**src/rtl/clk_src_pkg.sv**
```systemverilog
package clk_src_pkg;
    localparam int CTRL_W    = 2;
    localparam int PLLON_BIT = 0;
    localparam int SEL_BIT   = 1;

    typedef enum logic {
        SRC_XTAL = 1'b0,
        SRC_VCO  = 1'b1
    } src_e;

    typedef enum logic [1:0] {
        MODE_RUN  = 2'd0,
        MODE_WAIT = 2'd1,
        MODE_STOP = 2'd2
    } pmode_e;

    typedef struct packed {
        logic sel;
        logic pll_on;
    } ctrl_t;

    typedef struct packed {
        src_e src;
        logic lock;
        logic sys_en;
        logic xtal_en;
        logic irq;
    } path_t;
endpackage

```
**src/rtl/clk_half_div.sv**
```systemverilog
module clk_half_div #(
    parameter int DIV_LOG2 = 1
) (
    input  logic clk,
    input  logic rst_n,
    input  logic clr,
    input  logic tick,
    output logic pulse
);
    localparam int            CW   = DIV_LOG2;
    localparam logic [CW-1:0] LAST = '1;

    logic [CW-1:0] cnt_d, cnt_q;

    always_comb begin
        cnt_d = cnt_q;
        if (clr) begin
            cnt_d = '0;
        end else if (tick) begin
            cnt_d = cnt_q + 1'b1;
        end
    end

    always_ff @(posedge clk or negedge rst_n) begin
        if (!rst_n) begin
            cnt_q <= '0;
        end else begin
            cnt_q <= cnt_d;
        end
    end

    // the last tick of each group of 2**DIV_LOG2 ticks marks the boundary
    assign pulse = tick & (cnt_q == LAST);
endmodule

```
**src/rtl/csel_ctrl_regs.sv**
```systemverilog
module csel_ctrl_regs
    import clk_src_pkg::*;
(
    input  logic              clk,
    input  logic              rst_n,
    input  logic              halted,
    input  logic              wr_en,
    input  logic [CTRL_W-1:0] wr_data,
    output ctrl_t             ctrl_o
);
    ctrl_t ctrl_d, ctrl_q;

    always_comb begin
        ctrl_d = ctrl_q;
        if (wr_en) begin
            ctrl_d.sel    = wr_data[SEL_BIT];
            ctrl_d.pll_on = wr_data[PLLON_BIT];
        end
        // the hardware clear in stop wins over any software write
        if (halted) begin
            ctrl_d.sel = 1'b0;
        end
    end

    always_ff @(posedge clk or negedge rst_n) begin
        if (!rst_n) begin
            ctrl_q <= '0;
        end else begin
            ctrl_q <= ctrl_d;
        end
    end

    assign ctrl_o = ctrl_q;
endmodule

```
**src/rtl/clk_src_sel.sv**
```systemverilog
module clk_src_sel
    import clk_src_pkg::*;
#(
    parameter int DIV_LOG2 = 1
) (
    input  logic       clk,
    input  logic       rst_n,
    input  logic       xtal_tick,
    input  logic       vco_tick,
    input  logic       pll_locked,
    input  logic       stop_req,
    input  logic       wait_req,
    input  logic       wr_en,
    input  logic [1:0] wr_data,
    output logic [1:0] rd_data_o,
    output logic       sys_en_o,
    output logic       xtal_en_o,
    output logic       irq_o,
    output logic       pll_on_o
);
    pmode_e mode;
    logic   halted;
    ctrl_t  ctrl;
    path_t  path_d, path_q;
    logic   xtal_pulse, vco_pulse;
    logic   xtal_clr, vco_clr;
    logic   lock_eff, cur_pulse, switching;
    src_e   want_src;

    // stop takes priority over wait; wait keeps everything running
    always_comb begin
        if (stop_req) begin
            mode = MODE_STOP;
        end else if (wait_req) begin
            mode = MODE_WAIT;
        end else begin
            mode = MODE_RUN;
        end
    end
    assign halted = (mode == MODE_STOP);

    csel_ctrl_regs u_regs (
        .clk     (clk),
        .rst_n   (rst_n),
        .halted  (halted),
        .wr_en   (wr_en),
        .wr_data (wr_data),
        .ctrl_o  (ctrl)
    );

    clk_half_div #(.DIV_LOG2(DIV_LOG2)) u_xdiv (
        .clk   (clk),
        .rst_n (rst_n),
        .clr   (xtal_clr),
        .tick  (xtal_tick),
        .pulse (xtal_pulse)
    );

    clk_half_div #(.DIV_LOG2(DIV_LOG2)) u_vdiv (
        .clk   (clk),
        .rst_n (rst_n),
        .clr   (vco_clr),
        .tick  (vco_tick),
        .pulse (vco_pulse)
    );

    always_comb begin
        lock_eff  = ctrl.pll_on & pll_locked;
        want_src  = (ctrl.sel & ctrl.pll_on) ? SRC_VCO : SRC_XTAL;
        cur_pulse = (path_q.src == SRC_VCO) ? vco_pulse : xtal_pulse;

        path_d = path_q;
        if (halted || !ctrl.pll_on) begin
            path_d.src = SRC_XTAL;
        end else if (cur_pulse) begin
            path_d.src = want_src;
        end
        switching = (path_d.src != path_q.src);

        // the incoming divider restarts so its first pulse is a full period away
        xtal_clr = halted | (switching & (path_d.src == SRC_XTAL));
        vco_clr  = halted | ~ctrl.pll_on | (switching & (path_d.src == SRC_VCO));

        path_d.lock    = lock_eff;
        path_d.sys_en  = ~halted & cur_pulse;
        path_d.xtal_en = ~halted & xtal_tick;
        path_d.irq     = ~halted & (lock_eff ^ path_q.lock);
    end

    always_ff @(posedge clk or negedge rst_n) begin
        if (!rst_n) begin
            path_q <= '{src: SRC_XTAL, default: 1'b0};
        end else begin
            path_q <= path_d;
        end
    end

    assign sys_en_o  = path_q.sys_en;
    assign xtal_en_o = path_q.xtal_en;
    assign irq_o     = path_q.irq;
    assign pll_on_o  = ctrl.pll_on;
    assign rd_data_o = {ctrl.sel, ctrl.pll_on};
endmodule

```
**config.mk**
```make
export PLATFORM = sky130hd
export DESIGN_NAME = clk_src_sel
export DESIGN_NICKNAME = d
export VERILOG_FILES = /design/src/rtl/clk_src_pkg.sv /design/src/rtl/clk_half_div.sv /design/src/rtl/csel_ctrl_regs.sv /design/src/rtl/clk_src_sel.sv
export SDC_FILE = /design/constraint.sdc
export NUM_CORES = 1
export LEC_CHECK = 0
export CORE_UTILIZATION = 30
export CTS_BUF_LIST = sky130_fd_sc_hd__clkbuf_4 sky130_fd_sc_hd__clkbuf_8
export CTS_CLUSTER_DIAMETER = 30
export DETAILED_ROUTE_END_ITERATION = 12
export DONT_BUFFER_PORTS = 1
export HOLD_SLACK_MARGIN = 0.05
export PLACE_DENSITY = 0.51
export SLEW_MARGIN = 20
export SYNTH_ARGS = -nofsm -noshare
export SYNTH_HDL_FRONTEND = slang
export SYNTH_SLANG_ARGS = --single-unit
```
**constraint.sdc**
```tcl
create_clock -name clk -period 1.2 [get_ports clk]
set_clock_uncertainty 0.1 [all_clocks]
set_input_delay 0.24 -clock clk [delete_from_list [all_inputs] [get_ports clk]]
set_output_delay 0.24 -clock clk [all_outputs]
set_load 0.01 [all_outputs]
```
; ---- After elaboration in Yosys (flattened, before gate mapping)
; Index checks and enable logic that the tools add are counted.
[word_totals]
reg_bits = 9
out_inout_bits = 6
memories = 0
wordCells = 46
ramBits = 0
mem_bits_ro = 0
latchBits = 0
[op_classes]
n_mux = 12
n_addsub = 2
n_div = 0
n_eq_ne = 2
shifts = 0
multipliers = 0
reduce_logical = 5
bitwise = 16
magnitude_cmp = 0
[ops]
columns = cell, n
row1 = 1-bit 2-to-1 mux, 10
row2 = 1-bit bitwise AND, 9
row3 = 2-bit nonzero test, 3
row4 = 2-bit 2-to-1 mux, 2
row5 = 1-bit NOT, 3
row6 = 1-bit bitwise OR, 3
row7 = 1-bit adder (second input constant), 2
row8 = 2-bit == test (second input constant), 1
row9 = 1-bit zero test, 1
row10 = 1-bit logical OR, 1
row11 = 1-bit inequality test, 1
row12 = 1-bit bitwise XOR, 1

; ---- Depth between registers and ports, before layout
[depth]
word_depth = 9
ltp_mapped = 2
mapped_depth_nobuf = 2

; ---- Hierarchy
; From an unflattened synthesis, not the netlist that was laid out.
[hier_totals]
hier_cells = 34
hier_area_um2 = 390.4
[modules_own_cells]
columns = module, area_per_inst_um2, cells_per_inst, n_inst
row1 = clk_src_sel, 221.5, 21, 1
row2 = clk_half_div, 45.0, 4, 2
row3 = csel_ctrl_regs, 78.8, 5, 1

; ---- Worst setup path after synthesis
; Ideal clock, no wire load.
[synth_path]
path_type = register to register
start = register path_q[4] (netlist bit)
end = register path_q[4] (netlist bit)
arrival_ns = 0.917
setup_slack_ns = 0.071
path_stages_with_launch = 3
required_ns = 0.989
path_cell_list = dfrtp_1 a21bo_1 a2111oi_2
[synth_lines]
columns = item, line
row1 = start: declaration, clk_src_sel.sv:24  ; path_t path_d, path_q;
row2 = start signal: assignment, clk_src_sel.sv:94  ; path_q <= path_d;

; ---- Worst setup path in the final report
[layout_path]
start = register u_regs.ctrl_q (netlist bit u_regs.ctrl_o[1])
end = output port rd_data_o[1]
[layout_lines]
columns = item, line
row1 = start: declaration, csel_ctrl_regs.sv:11  ; ctrl_t ctrl_d, ctrl_q;
row2 = start signal: assignment, csel_ctrl_regs.sv:29  ; ctrl_q <= ctrl_d;
row3 = end: declaration, clk_src_sel.sv:15  ; output logic [1:0] rd_data_o,
; No word-level cell between the ends.

==> metrics.md <==
| Metric | Value |
|---|---|
| Slew headroom | 72.3% |
| Yosys cell types | 19 |
| Unrepaired setup endpoints after global routing | false |
| Cell count after synthesis | 33 |
| Setup Viol. Count Final | 0 |
| DR DRC count | 0 |
| Avg WL per Cell | 13.9 um |
| CP Launch Point | u_regs.ctrl_o[1]$_DFFE_PN0P_ |
| Hold crit path type | input pin to flop |
| Worst reg2reg startpoint | u_vdiv.cnt_q$_DFFE_PN0P_ |
| Number of cells on the critical path | 1 |
| Setup TNS | 0 ns |
| Final period utilization | a little under 100% |
| Vias in the first global route | 330 |
| DRT iter0 DRCs | 4 |
| Sequential share of power | between 40% and 50% |
| Skew-Pair Late Insertion Delay | about 0.26 ns |
| Fraction of layout cells with a size suffix above 1 | a little over a quarter |
| Final Hold Fails | 0 |
| Delay-heaviest family, CP | flip-flops |
| Slew of the pin with the lowest slew margin | 0.414 ns |
| Die width | 38.5 um |
| I/O pin count | 16 |
| Fin cells | between 60 and 70 |
| First-pass GRT wire length | 1.51 mm |
| Initial antenna violation count | 0 |
| Global-route usage over all layers | 15.5% |
| Synth Cell Area | between 300 and 400 um2 |
| Pwr per Cell Area | around 1200 nW/um2 |
| Multi-input logic area | 170 um2 |
| Initial Utilization | around a third |
| Grt ovf | 0 |
| CTS tree | yes |
| Post-DP HPWL | 582 um |
| CTS buffer count | 3 |
| H-tree Lvls | 1 |
| # fillers | between 100 and 150 |
| Die area | 1480 um2 |
| Port Buffers | 0 |
| Internal power | ~530 uW |
| Row Count | 12 |
| Slowest CP cell | dfrtp_1 |
| Yosys reg bits | 9 |
| Drt total wl | about 900 um |
| Drt pass-1 iters | 2 |
| RePlAce Congestion | 0.683 |
| Largest net degree at the start of global routing | 10 |
| Critical Path RT | about 0.86 ns |
| Max-slew violation count | 0 |
| DR vias | approximately 320 |
| Last element of the critical path | rd_data_o[1] |
| Worst path max stage delay | 0.42 ns |
| Part of the power in combinational logic | 13.9% |
| Worst slack, placed | around 0.024 ns |
| Status | complete, no violations |
| Syn Area/Cell | between 10 and 15 um2 |
| Most frequent cells in the layout | dlygate4sd3_1 (9), dfrtp_1 (9), clkbuf_4 (4) |
| P&R area growth vs syn | 43.9% |
| Leak pwr | approximately 0.25 nW |
| Worst path cell trace | buf_6 |
| Switching share of power | 24.5% |
| Fin worst setup slack | ~0.033 ns |
| YS warnings | 0 |
| Core area | between 1000 and 1500 um2 |
| Post-synth net total | 43 |
| Clock tree root buffer cell | clkbuf_4 |
| WHS Path Cells | 2 |
| CP max FO | 4 |
| Clock Path Buffers | 2 |
| CP endpoint kind | output port |
| Peak supply drop | about 470 uV |
| Vias/cell | between 5 and 6 |
| Worst R2R Setup Slack | around 0.09 ns |
| Seq/Total Area, Yosys | between 50% and 60% |
| Max Clock Freq | 857 MHz |
| Clk pwr share | approximately 38% |
| Clk sinks | 9 |
| CTS clock-pin slew for the worst setup and hold paths | roughly 0.07 ns |
| Minimum clock period | ~1.2 ns |
| Net switching power figure | approximately 170 uW |
| Chip height | 38.5 um |
| FF-to-FF path depth | 2 |
| R2R Path End | path_q[4]$_DFF_PN0_ |
| Critical Path AT | 0.83 ns |
| Storage cell area | ~230 um2 |
| Placed Cells | 49 |
| Startpoint Class | flop |
| CP Buf/Inv Count | 1 |
| Nets | 60 |
| Max_cap viols | 0 |
| Antenna-violating nets left | 0 |
| Worst Setup Path Type | flop to output port |
| Util after Layout | between 40% and 50% |
| Number of diodes | 0 |
[cell families after synthesis]
group | count (synthesis) | share of synthesized area, %
buffers and inverters | 3 | 3.76
XOR/XNOR | 2 | 4.39
flip-flops | 9 | 56.4
AO/OA/AOI/OAI | 8 | 16.3
AND/OR/NAND/NOR | 10 | 16.6
multiplexers | 1 | 2.51
[through the flow]
step	power (mW)	hold slack, ns	instance area (um2)
3_5_place_dp	0.396	-0.155	432
5_1_grt	0.730	0.0747	574
3_3_place_gp	0.394	-0.155	432
6_report	0.696	0.0746	574
2_1_floorplan	0.384	-0.156	399
4_1_cts	0.691	0.0603	552
[worst register-to-register path: stages, from the launching register on]
cell and delay, ns:
dfrtp_1 0.41, a21bo_1 0.22, a2111oi_2 0.28
[state kept, by name, indices dropped and copies added, names as in the netlist]
name,count
path_q,2
u_vdiv.cnt_q,1
u_regs.ctrl_o,2
u_xdiv.cnt_q,1
irq_o,1
sys_en_o,1
xtal_en_o,1
[power groups by stage]
stage          logic (mW)  clock network (mW)  registers (mW)
5_1_grt             0.106               0.285           0.339
6_report           0.0969               0.262           0.336
2_1_floorplan      0.0390                   0           0.345
4_1_cts            0.0881               0.266           0.337
3_3_place_gp       0.0521                   0           0.342
3_5_place_dp       0.0533                   0           0.343
[area by class of cell]
type	count	area share, %
Clock buffer	4	5.23
Inverter	2	1.31
Multi-Input combinational cell	21	29.6
Sequential cell	9	39.2
Tap cell	14	3.05
Timing Repair Buffer	13	21.6
[cells in the mapped netlist]
cell,number,area (um2)
nand3_1,1,5.00
a21bo_1,1,10.0
xnor2_1,2,17.5
mux2i_1,1,10.0
a21bo_2,1,10.0
nor2_1,1,3.75
and4b_1,2,20.0
a2111oi_2,1,15.0
nand3b_1,2,15.0
nand2_1,1,3.75
and2_1,1,6.26
a21oi_1,3,15.0
dfrtp_1,9,225
nor4_1,1,6.26
inv_1,2,7.51
a2111oi_1,1,10.0
o21ai_1,1,5.00
buf_4,1,7.51
nor2b_1,1,6.26
[repair_timing]
action	CTS	global route
endpoints found under the setup margin	0	4
setup buffers	0	1
resized for setup	0	4
hold buffers	9	0
endpoints found under the hold margin	18	0
[layer usage]
| layer | global-route usage, % | part of all wire [%] | up-vias |
|---|---|---|---|
| li1 | - | - | 153 |
| met1 | 18.9 | 43 | 157 |
| met2 | 25.4 | 52 | 9 |
| met3 | 3.49 | 4.8 | 0 |
| met4 | 7.76 | 0 | 0 |
| met5 | 0 | 0 | - |
[how the worst min path moves through the flow]
stage / start / endpoint
after detailed placement: rst_n / irq_o$_DFF_PN0_
after global placement: rst_n / irq_o$_DFF_PN0_
after CTS: vco_tick / u_vdiv.cnt_q$_DFFE_PN0P_
after global routing: pll_locked / irq_o$_DFF_PN0_
after floorplan: rst_n / irq_o$_DFF_PN0_
final: vco_tick / u_vdiv.cnt_q$_DFFE_PN0P_
(Power assumes the default switching activity.)
